**src/rtl/alu_flag_pkg.sv**
```systemverilog
// Package: shared opcode encoding, status bit positions and the per-operation
// flag update masks used by the ALU and its sub-blocks.
// Assumes an 8-bit status register; the opcode field is 4 bits wide.
package alu_flag_pkg;

    localparam int SR_W  = 8;
    localparam int OPC_W = 4;

    // Status bit positions (the surrounding core decodes these).
    localparam int F_C = 0;
    localparam int F_Z = 1;
    localparam int F_N = 2;
    localparam int F_V = 3;
    localparam int F_S = 4;
    localparam int F_H = 5;
    localparam int F_T = 6;
    localparam int F_I = 7;

    typedef enum logic [OPC_W-1:0] {
        OPC_ADD  = 4'd0,
        OPC_SUB  = 4'd1,
        OPC_CMP  = 4'd2,
        OPC_CMPI = 4'd3,
        OPC_AND  = 4'd4,
        OPC_INC  = 4'd5,
        OPC_LSL  = 4'd6,
        OPC_MUL  = 4'd7,
        OPC_MOV  = 4'd8,
        OPC_LDI  = 4'd9
    } opc_e;

    // Flags rewritten by each operation; bits outside the mask are held.
    function automatic logic [SR_W-1:0] upd_mask(input logic [OPC_W-1:0] opc);
        logic [SR_W-1:0] m;
        m = '0;
        case (opc)
            OPC_ADD, OPC_SUB, OPC_CMP, OPC_CMPI, OPC_LSL: begin
                m[F_H] = 1'b1; m[F_S] = 1'b1; m[F_V] = 1'b1;
                m[F_N] = 1'b1; m[F_Z] = 1'b1; m[F_C] = 1'b1;
            end
            OPC_AND, OPC_INC: begin
                m[F_S] = 1'b1; m[F_V] = 1'b1; m[F_N] = 1'b1; m[F_Z] = 1'b1;
            end
            OPC_MUL: begin
                m[F_Z] = 1'b1; m[F_C] = 1'b1;
            end
            default: m = '0;
        endcase
        return m;
    endfunction

    // True for every defined operation code.
    function automatic logic opc_legal(input logic [OPC_W-1:0] opc);
        return (opc <= OPC_LDI);
    endfunction

endpackage

```
**src/rtl/alu_addsub.sv**
```systemverilog
// Adder/subtractor with carry, half-carry and overflow outputs.
// For subtraction the carry and half-carry are reported as borrows
// (set when the minuend is the smaller value). Purely combinational.
// Assumes DATA_W is even so the half-carry sits at the nibble boundary.
module alu_addsub #(
    parameter int DATA_W = 8
) (
    input  logic              sub_en,
    input  logic [DATA_W-1:0] a,
    input  logic [DATA_W-1:0] b,
    output logic [DATA_W-1:0] sum,
    output logic              c_out,
    output logic              h_out,
    output logic              v_out
);
    localparam int HALF = DATA_W / 2;
    localparam int MSB  = DATA_W - 1;

    logic [DATA_W-1:0] b_eff;
    logic [DATA_W:0]   full;
    logic [HALF:0]     low;

    // Two's-complement add of a and (possibly inverted) b, plus nibble carry.
    always_comb begin
        b_eff = sub_en ? ~b : b;
        full  = {1'b0, a} + {1'b0, b_eff} + {{DATA_W{1'b0}}, sub_en};
        low   = {1'b0, a[HALF-1:0]} + {1'b0, b_eff[HALF-1:0]} + {{HALF{1'b0}}, sub_en};
        sum   = full[DATA_W-1:0];
        c_out = full[DATA_W] ^ sub_en;
        h_out = low[HALF] ^ sub_en;
        v_out = (a[MSB] == b_eff[MSB]) && (sum[MSB] != a[MSB]);
    end

endmodule

```
**src/rtl/alu_unary.sv**
```systemverilog
// AND, increment and shift-left datapath with their carry, half-carry and
// overflow terms. Purely combinational; outputs for other codes are zero.
// Assumes DATA_W >= 4 and even.
module alu_unary
    import alu_flag_pkg::*;
#(
    parameter int DATA_W = 8
) (
    input  logic [OPC_W-1:0]  opc,
    input  logic [DATA_W-1:0] a,
    input  logic [DATA_W-1:0] b,
    output logic [DATA_W-1:0] r,
    output logic              c_out,
    output logic              h_out,
    output logic              v_out
);
    localparam int HALF = DATA_W / 2;
    localparam int MSB  = DATA_W - 1;
    localparam logic [DATA_W-1:0] MAX_POS = {1'b0, {(DATA_W-1){1'b1}}};

    // Select the operation and derive its carry-type terms.
    always_comb begin
        r     = '0;
        c_out = 1'b0;
        h_out = 1'b0;
        v_out = 1'b0;
        case (opc)
            OPC_AND: begin
                r = a & b;
            end
            OPC_INC: begin
                r     = a + {{(DATA_W-1){1'b0}}, 1'b1};
                v_out = (a == MAX_POS);
            end
            OPC_LSL: begin
                r     = {a[DATA_W-2:0], 1'b0};
                c_out = a[MSB];
                h_out = a[HALF-1];
                v_out = a[MSB] ^ a[DATA_W-2];
            end
            default: begin
                r = '0;
            end
        endcase
    end

endmodule

```
**src/rtl/alu_mul.sv**
```systemverilog
// Two-stage unsigned multiplier. Stage one captures the operands on start;
// stage two registers the product. busy is high during the cycle in which
// the product is being formed; prod_now is the product of the held operands.
// Assumes start is never raised while busy is high (the top drops it).
module alu_mul #(
    parameter int DATA_W = 8
) (
    input  logic                clk,
    input  logic                rst_n,
    input  logic                start,
    input  logic [DATA_W-1:0]   a,
    input  logic [DATA_W-1:0]   b,
    output logic                busy,
    output logic [2*DATA_W-1:0] prod_now,
    output logic [2*DATA_W-1:0] prod_q
);
    localparam int PROD_W = 2 * DATA_W;

    logic [DATA_W-1:0] a_q;
    logic [DATA_W-1:0] b_q;
    logic              busy_q;

    // Stage one: hold the operands for one cycle.
    always_ff @(posedge clk) begin
        if (!rst_n) begin
            a_q    <= '0;
            b_q    <= '0;
            busy_q <= 1'b0;
        end else begin
            busy_q <= start;
            if (start) begin
                a_q <= a;
                b_q <= b;
            end
        end
    end

    // Product of the held operands.
    always_comb begin
        prod_now = PROD_W'(a_q) * PROD_W'(b_q);
    end

    // Stage two: register the product; hold it otherwise.
    always_ff @(posedge clk) begin
        if (!rst_n) begin
            prod_q <= '0;
        end else if (busy_q) begin
            prod_q <= prod_now;
        end
    end

    assign busy = busy_q;

    // the multiplier is busy for exactly one cycle per issue.
    assert_busy_pulse_R10: assert property (@(posedge clk) disable iff (!rst_n)
        busy_q |=> !busy_q);

endmodule

```
**src/rtl/alu_flag_merge.sv**
```systemverilog
// Merges freshly computed flags into the old status value under a mask:
// masked bits take the new value, the rest keep the old one. Combinational.
module alu_flag_merge
    import alu_flag_pkg::*;
(
    input  logic [SR_W-1:0] old_sr,
    input  logic [SR_W-1:0] calc_sr,
    input  logic [SR_W-1:0] mask,
    output logic [SR_W-1:0] new_sr
);
    // Per-bit select between held and computed flag.
    always_comb begin
        new_sr = (old_sr & ~mask) | (calc_sr & mask);
    end

endmodule

```
**src/rtl/alu_flag_unit.sv**
```systemverilog
// Top of the ALU: decodes the operation, runs the single-cycle datapaths and
// the two-stage multiplier, builds the flags, merges them into the incoming
// status value and registers result, status and a completion pulse.
// Assumes the caller presents status_in with the operation and owns the
// status register; an issue in the cycle after a multiply issue is dropped.
module alu_flag_unit
    import alu_flag_pkg::*;
#(
    parameter int DATA_W = 8
) (
    input  logic                clk,
    input  logic                rst_n,
    input  logic                op_valid,
    input  logic [OPC_W-1:0]    op_code,
    input  logic [DATA_W-1:0]   opa,
    input  logic [DATA_W-1:0]   opb,
    input  logic [SR_W-1:0]     status_in,
    output logic [DATA_W-1:0]   result,
    output logic [2*DATA_W-1:0] product,
    output logic [SR_W-1:0]     status_out,
    output logic                done
);
    localparam int MSB    = DATA_W - 1;
    localparam int PROD_W = 2 * DATA_W;

    logic              mul_pend;
    logic              accept;
    logic              go_single;
    logic              go_mul;
    logic [DATA_W-1:0] as_sum;
    logic              as_c, as_h, as_v;
    logic [DATA_W-1:0] un_r;
    logic              un_c, un_h, un_v;
    logic [DATA_W-1:0] flag_val;
    logic [DATA_W-1:0] out_val;
    logic              c_sel, h_sel, v_sel;
    logic [SR_W-1:0]   calc_single;
    logic [SR_W-1:0]   sr_single;
    logic [PROD_W-1:0] prod_now;
    logic [SR_W-1:0]   sin_mul_q;
    logic [SR_W-1:0]   calc_mul;
    logic [SR_W-1:0]   sr_mul;
    logic [DATA_W-1:0] res_q;
    logic [SR_W-1:0]   sreg_q;
    logic              done_q;
    logic [OPC_W-1:0]  op_q;

    // Issue qualification: drop issues while the multiplier is forming a product.
    always_comb begin
        accept    = op_valid && !mul_pend;
        go_mul    = accept && (op_code == OPC_MUL);
        go_single = accept && opc_legal(op_code) && (op_code != OPC_MUL);
    end

    alu_addsub #(.DATA_W(DATA_W)) u_addsub (
        .sub_en (op_code != OPC_ADD),
        .a      (opa),
        .b      (opb),
        .sum    (as_sum),
        .c_out  (as_c),
        .h_out  (as_h),
        .v_out  (as_v)
    );

    alu_unary #(.DATA_W(DATA_W)) u_unary (
        .opc    (op_code),
        .a      (opa),
        .b      (opb),
        .r      (un_r),
        .c_out  (un_c),
        .h_out  (un_h),
        .v_out  (un_v)
    );

    // Pick the value the flags describe and the value returned as result.
    always_comb begin
        flag_val = opa;
        out_val  = opa;
        c_sel    = 1'b0;
        h_sel    = 1'b0;
        v_sel    = 1'b0;
        case (op_code)
            OPC_ADD, OPC_SUB: begin
                flag_val = as_sum; out_val = as_sum;
                c_sel = as_c; h_sel = as_h; v_sel = as_v;
            end
            OPC_CMP, OPC_CMPI: begin
                flag_val = as_sum; out_val = opa;
                c_sel = as_c; h_sel = as_h; v_sel = as_v;
            end
            OPC_AND, OPC_INC, OPC_LSL: begin
                flag_val = un_r; out_val = un_r;
                c_sel = un_c; h_sel = un_h; v_sel = un_v;
            end
            OPC_MOV, OPC_LDI: begin
                flag_val = opb; out_val = opb;
            end
            default: begin
                flag_val = opa; out_val = opa;
            end
        endcase
    end

    // Candidate flags of a single-cycle operation (I and T never produced).
    always_comb begin
        calc_single        = '0;
        calc_single[F_C]   = c_sel;
        calc_single[F_Z]   = (flag_val == '0);
        calc_single[F_N]   = flag_val[MSB];
        calc_single[F_V]   = v_sel;
        calc_single[F_S]   = flag_val[MSB] ^ v_sel;
        calc_single[F_H]   = h_sel;
    end

    alu_flag_merge u_merge_single (
        .old_sr  (status_in),
        .calc_sr (calc_single),
        .mask    (upd_mask(op_code)),
        .new_sr  (sr_single)
    );

    alu_mul #(.DATA_W(DATA_W)) u_mul (
        .clk      (clk),
        .rst_n    (rst_n),
        .start    (go_mul),
        .a        (opa),
        .b        (opb),
        .busy     (mul_pend),
        .prod_now (prod_now),
        .prod_q   (product)
    );

    // Keep the status value seen at multiply issue for the completion cycle.
    always_ff @(posedge clk) begin
        if (!rst_n) begin
            sin_mul_q <= '0;
        end else if (go_mul) begin
            sin_mul_q <= status_in;
        end
    end

    // Candidate flags of the multiply: carry from the product top bit, zero test.
    always_comb begin
        calc_mul      = '0;
        calc_mul[F_C] = prod_now[PROD_W-1];
        calc_mul[F_Z] = (prod_now == '0);
    end

    alu_flag_merge u_merge_mul (
        .old_sr  (sin_mul_q),
        .calc_sr (calc_mul),
        .mask    (upd_mask(OPC_MUL)),
        .new_sr  (sr_mul)
    );

    // Output registers: load on single-cycle issue or multiply completion.
    always_ff @(posedge clk) begin
        if (!rst_n) begin
            res_q  <= '0;
            sreg_q <= '0;
            done_q <= 1'b0;
            op_q   <= '0;
        end else begin
            done_q <= go_single || mul_pend;
            if (go_single) begin
                res_q  <= out_val;
                sreg_q <= sr_single;
                op_q   <= op_code;
            end else if (mul_pend) begin
                res_q  <= prod_now[DATA_W-1:0];
                sreg_q <= sr_mul;
                op_q   <= OPC_MUL;
            end
        end
    end

    assign result     = res_q;
    assign status_out = sreg_q;
    assign done       = done_q;

    // I and T come back exactly as presented.
    assert_it_passthru_R2: assert property (@(posedge clk) disable iff (!rst_n)
        go_single |=> status_out[F_I:F_T] == $past(status_in[F_I:F_T]));

    // for result-producing flag operations, N, Z and S agree with the result.
    assert_result_flags_R3: assert property (@(posedge clk) disable iff (!rst_n)
        (done_q && (op_q == OPC_ADD || op_q == OPC_SUB || op_q == OPC_AND ||
                    op_q == OPC_INC || op_q == OPC_LSL))
        |-> (status_out[F_Z] == (result == '0)) && (status_out[F_N] == result[MSB]) &&
            (status_out[F_S] == (status_out[F_N] ^ status_out[F_V])));

    // multiply is not done after one cycle, and is done after two.
    assert_mul_gap_R9: assert property (@(posedge clk) disable iff (!rst_n)
        go_mul |=> (!done_q && mul_pend));

    assert_mul_done_R9: assert property (@(posedge clk) disable iff (!rst_n)
        mul_pend |=> (done_q && op_q == OPC_MUL));

    // multiply flags track the registered product.
    assert_mul_flags_R9: assert property (@(posedge clk) disable iff (!rst_n)
        (done_q && op_q == OPC_MUL) |->
            (status_out[F_C] == product[PROD_W-1]) && (status_out[F_Z] == (product == '0)));

    // single-cycle issue completes next cycle without touching the product.
    assert_single_latency_R12: assert property (@(posedge clk) disable iff (!rst_n)
        go_single |=> (done_q && $stable(product)));

    // undefined codes never complete.
    assert_illegal_ignored_R12: assert property (@(posedge clk) disable iff (!rst_n)
        (op_valid && !mul_pend && !opc_legal(op_code)) |=> !done_q);

endmodule

```
**config.mk**
```make
export PLATFORM = sky130hd
export DESIGN_NAME = alu_flag_unit
export DESIGN_NICKNAME = d
export VERILOG_FILES = /design/src/rtl/alu_flag_pkg.sv /design/src/rtl/alu_addsub.sv /design/src/rtl/alu_unary.sv /design/src/rtl/alu_mul.sv /design/src/rtl/alu_flag_merge.sv /design/src/rtl/alu_flag_unit.sv
export SDC_FILE = /design/constraint.sdc
export NUM_CORES = 1
export LEC_CHECK = 0
export CAP_MARGIN = 0
export CORE_ASPECT_RATIO = 0.75
export CORE_MARGIN = 2
export CORE_UTILIZATION = 50
export DETAILED_ROUTE_END_ITERATION = 7
export DONT_BUFFER_PORTS = 1
export GPL_TIMING_DRIVEN = 0
export PLACE_DENSITY = 0.74
export SLEW_MARGIN = 5
export SYNTH_ARGS = -nofsm -noshare
export SYNTH_HDL_FRONTEND = slang
export SYNTH_HIERARCHICAL = 1
export SYNTH_SLANG_ARGS = --single-unit
```
**constraint.sdc**
```tcl
create_clock -name clk -period 8.3 [get_ports clk]
set_input_delay 0 -clock clk [delete_from_list [all_inputs] [get_ports clk]]
set_output_delay 0 -clock clk [all_outputs]
set_load 0.02 [all_outputs]
```
==> run summary <==
The run finished, with violations left. The checks that failed: hold timing. Row generation in the floorplan step produced 34 rows. The initial core utilization is 51.5%. Timing analysis after detailed placement gives a worst setup slack of 2690 ps. Detailed routing inserted a total of 5559 vias. The detailed router finished its first iteration with 662 violations. The global route total overflow came out at 0.

The minimum period implied by the final worst setup slack came out at 5660 ps. The top cell types in the final layout, fill and taps aside, are nand2_1 (59), inv_1 (59), and2_1 (58), dfxtp_1 (58), nor2_1 (54). The post-synthesis instance area is 6000 µm². Data on the critical path is required at its endpoint by 8520 ps. The clock transition at the registers of the reported paths came out at 60 ps.

In this run the number of H-tree levels came out at 3. STA classifies the critical path endpoint as a register. The signed area change from the synthesized netlist to the final layout came out at 14.7%. Counting every sink on the clock net gives 58.

The first detailed-routing pass ran for 8 iterations. Once the clock tree was built, the setup fixing pass inserted 0 buffers. The wire length of the first global-routing pass is 27800 µm. The half-perimeter wire length of the detailed placement result is 13100 µm.

The synthesized design contains 0 enable-type register cells. The peak fanout along the critical path came out at 9. The number of DRC violations after detailed routing came out at 0.

The final non-filler cell area is 6880 µm². After synthesis the netlist holds a flip-flop and latch count of 58. The via density per instance is 6.00. The final total power came out at 881 µW. The maximum root-to-sink buffer count came out at 2.

The type of element launching the critical path is a register. Across all hold checks on the routed design, the worst slack comes to -6.53 ps. The count of buffers inserted at the top-level ports is 0.

The number of library cell types mapped by synthesis is 72. The worst path buffer plus inverter count is 3. For this design, the CTS-stage hold fixing added 27 buffers.

The number of clock buffers inserted by TritonCTS is 9. The critical path arrival came out at 5890 ps. The CTS tree is yes. The worst path meets setup with 2640 ps of slack. Setup total negative slack on the finished layout was measured at 0 ps. The final net count is 873.

The core region is 11700 µm². In this run the count of I/O pins placed on the die edge is 64. The die outline area is 12900 µm². Synthesis handed over a netlist of 706 instances. After clock tree synthesis, the repair step resized 0 gates. The mean instance size in the synthesized netlist is 8.50 µm². The final clock period utilization by the worst path is 68.2%. Walking the worst path, the cells encountered are nand2_1 -> fa_1 -> fa_1 -> inv_1 -> fa_1 -> inv_1 -> fa_1 -> inv_1 -> ha_1 -> and2_1 -> a221oi_1 -> a21boi_0 -> a31oi_1 -> xnor2_1 -> nor4_1 -> and4_1 -> mux2_4 -> a222oi_1 -> nor2b_1. The leakage component of the power came out at 3.03 nW. The type of the tightest min-delay check is in -> reg. The cell family contributing the most delay on the critical path is adder cells. The share of cells above drive strength 1 is 8.24%. The highest cell delay on the worst timing path came out at 540 ps.

Setup repair after global routing left no endpoint under its margin. The category of the critical setup timing path is reg -> reg. The tree is rooted in a clkbuf_16.

The initial antenna violation count came to 0. The routed wire length is 17300 µm. The tightest slew margin relative to the limit is 48.6%. The height of the chip came out at 98.9 µm. The number of warnings reported in the yosys synthesis log is 6. Across every metal layer, demand over resource in global routing totals 27.4%. The number of max-slew violations in the final report came to 0.

The top achievable clock speed came out at 177 MHz. Across the run, the number of max-cap violations was 0. The number of antenna cells inserted is 0. Measured along the x axis, the die boundary spans 130 µm.

The count of endpoints failing hold in the final timing report came to 1. For the pin with the worst max-slew slack, the measured transition is 770 ps. The count of endpoints failing setup in the final report is 0. The clock skew after layout came out at 6.35 ps. The fraction of synthesis flops using an asynchronous set or reset pin is 0%. In this run the cell area measured after placement is 6260 µm². Routability-driven placement finished with a final weighted congestion of 0.979. The register area share after synthesis came out at 19.4%. The via count of the first global-routing pass is 5384. The slowest stage cell on the critical path is fa_1. After detailed routing, the average wire length per cell comes to 18.6 µm. The post-detailed-route count of antenna-violating nets is 0. The most used flip-flop cell after synthesis is dfxtp_1. Clock latency on the worst-skew pair, taken at its later pin, is 340 ps. In this design, the critical path's most frequently occurring cell is fa_1. The highest ir drop seen on vdd came out at 95.8 µV.

The pin count of the biggest net entering global routing is 13. The power density over the cells is 128 nW/µm².
## registers in the layout, summed over array words and instances, names as in the netlist
signal and flops:
sin_mul_q 8, u_mul/prod_q 16, result 8, u_mul/b_q 8, done 1, u_mul/busy 1
status_out 8, u_mul/a_q 8
## Yosys cell counts (25+ instances only)
cell	n	share of area (%)
nand2_1	59	3.7
nor2b_1	26	2.7
nand3_1	25	2.1
nor2_1	54	3.4
ha_1	45	9.4
dfxtp_1	58	19
mux2i_1	25	4.2
and2_1	58	6.0
a21oi_1	26	2.2
fa_1	37	12
inv_1	59	3.7
## tightest hold or removal path, cell delays in order
cell	delay (ps)
mux2_4	110
a222oi_1	70
nor2b_1	100
## path summary, 6_finish.rpt
path / startpoint / endpoint / slack [ps] / depth (start not counted)
setup / recovery: u_mul/b_q[7]$_SDFFE_PN0P_ / status_out[1]$_SDFFE_PN0P_ / 2640 / 19
setup reg to reg: u_mul/b_q[7]$_SDFFE_PN0P_ / status_out[1]$_SDFFE_PN0P_ / 2640 / 19
hold reg to reg: sin_mul_q[5]$_SDFFE_PN0P_ / sin_mul_q[5]$_SDFFE_PN0P_ / 460 / 2
hold / removal: status_in[2] / status_out[2]$_SDFFE_PN0P_ / -7 / 3
## where the power goes
group	switching [mW]	total [mW]	internal [mW]
combinational	0.0799	0.142	0.0624
clock	0.143	0.439	0.296
sequential	0.0145	0.300	0.286
## logic make-up after synthesis
family / synth area share (%)
compound gates: 17.2
xor+xnor: 3.50
fa+ha+maj: 21.7
buf+inv: 6.24
flops: 19.4
mux: 8.40
other cells: 0.125
simple gates: 23.5
## layer usage
metal / global-route usage (%) / part of all wire [%] / vias up
met2: 40.5 / 43 / 289
li1: - / - / 2576
met3: 7.44 / 10 / 32
met5: 0 / 0 / -
met1: 39.4 / 45 / 2662
met4: 7.53 / 1.7 / 0
## final cells by class
cell class              count  area, µm²
multi-input cells         575       4520
clock inverters             7        125
well taps                 162        203
flip-flops and latches     58       1160
inverters                  61        229
plain buffers              28        145
clock buffers               9        225
repair buffers             27        270
fillers                  1018       4770
## through the flow
| step | instances | hold slack (ps) | utilization (%) |
|---|---|---|---|
| after floorplan | 722 | 135 | - |
| after global placement | 884 | 137 | 53.7 |
| after detailed placement | 884 | 143 | 53.7 |
| after CTS | 927 | 2.19 | 59.0 |
| after global routing | 927 | 4.26 | 59.0 |
| final | 927 | -6.53 | 59.0 |
No activity file was read; power rests on OpenSTA's default activity.
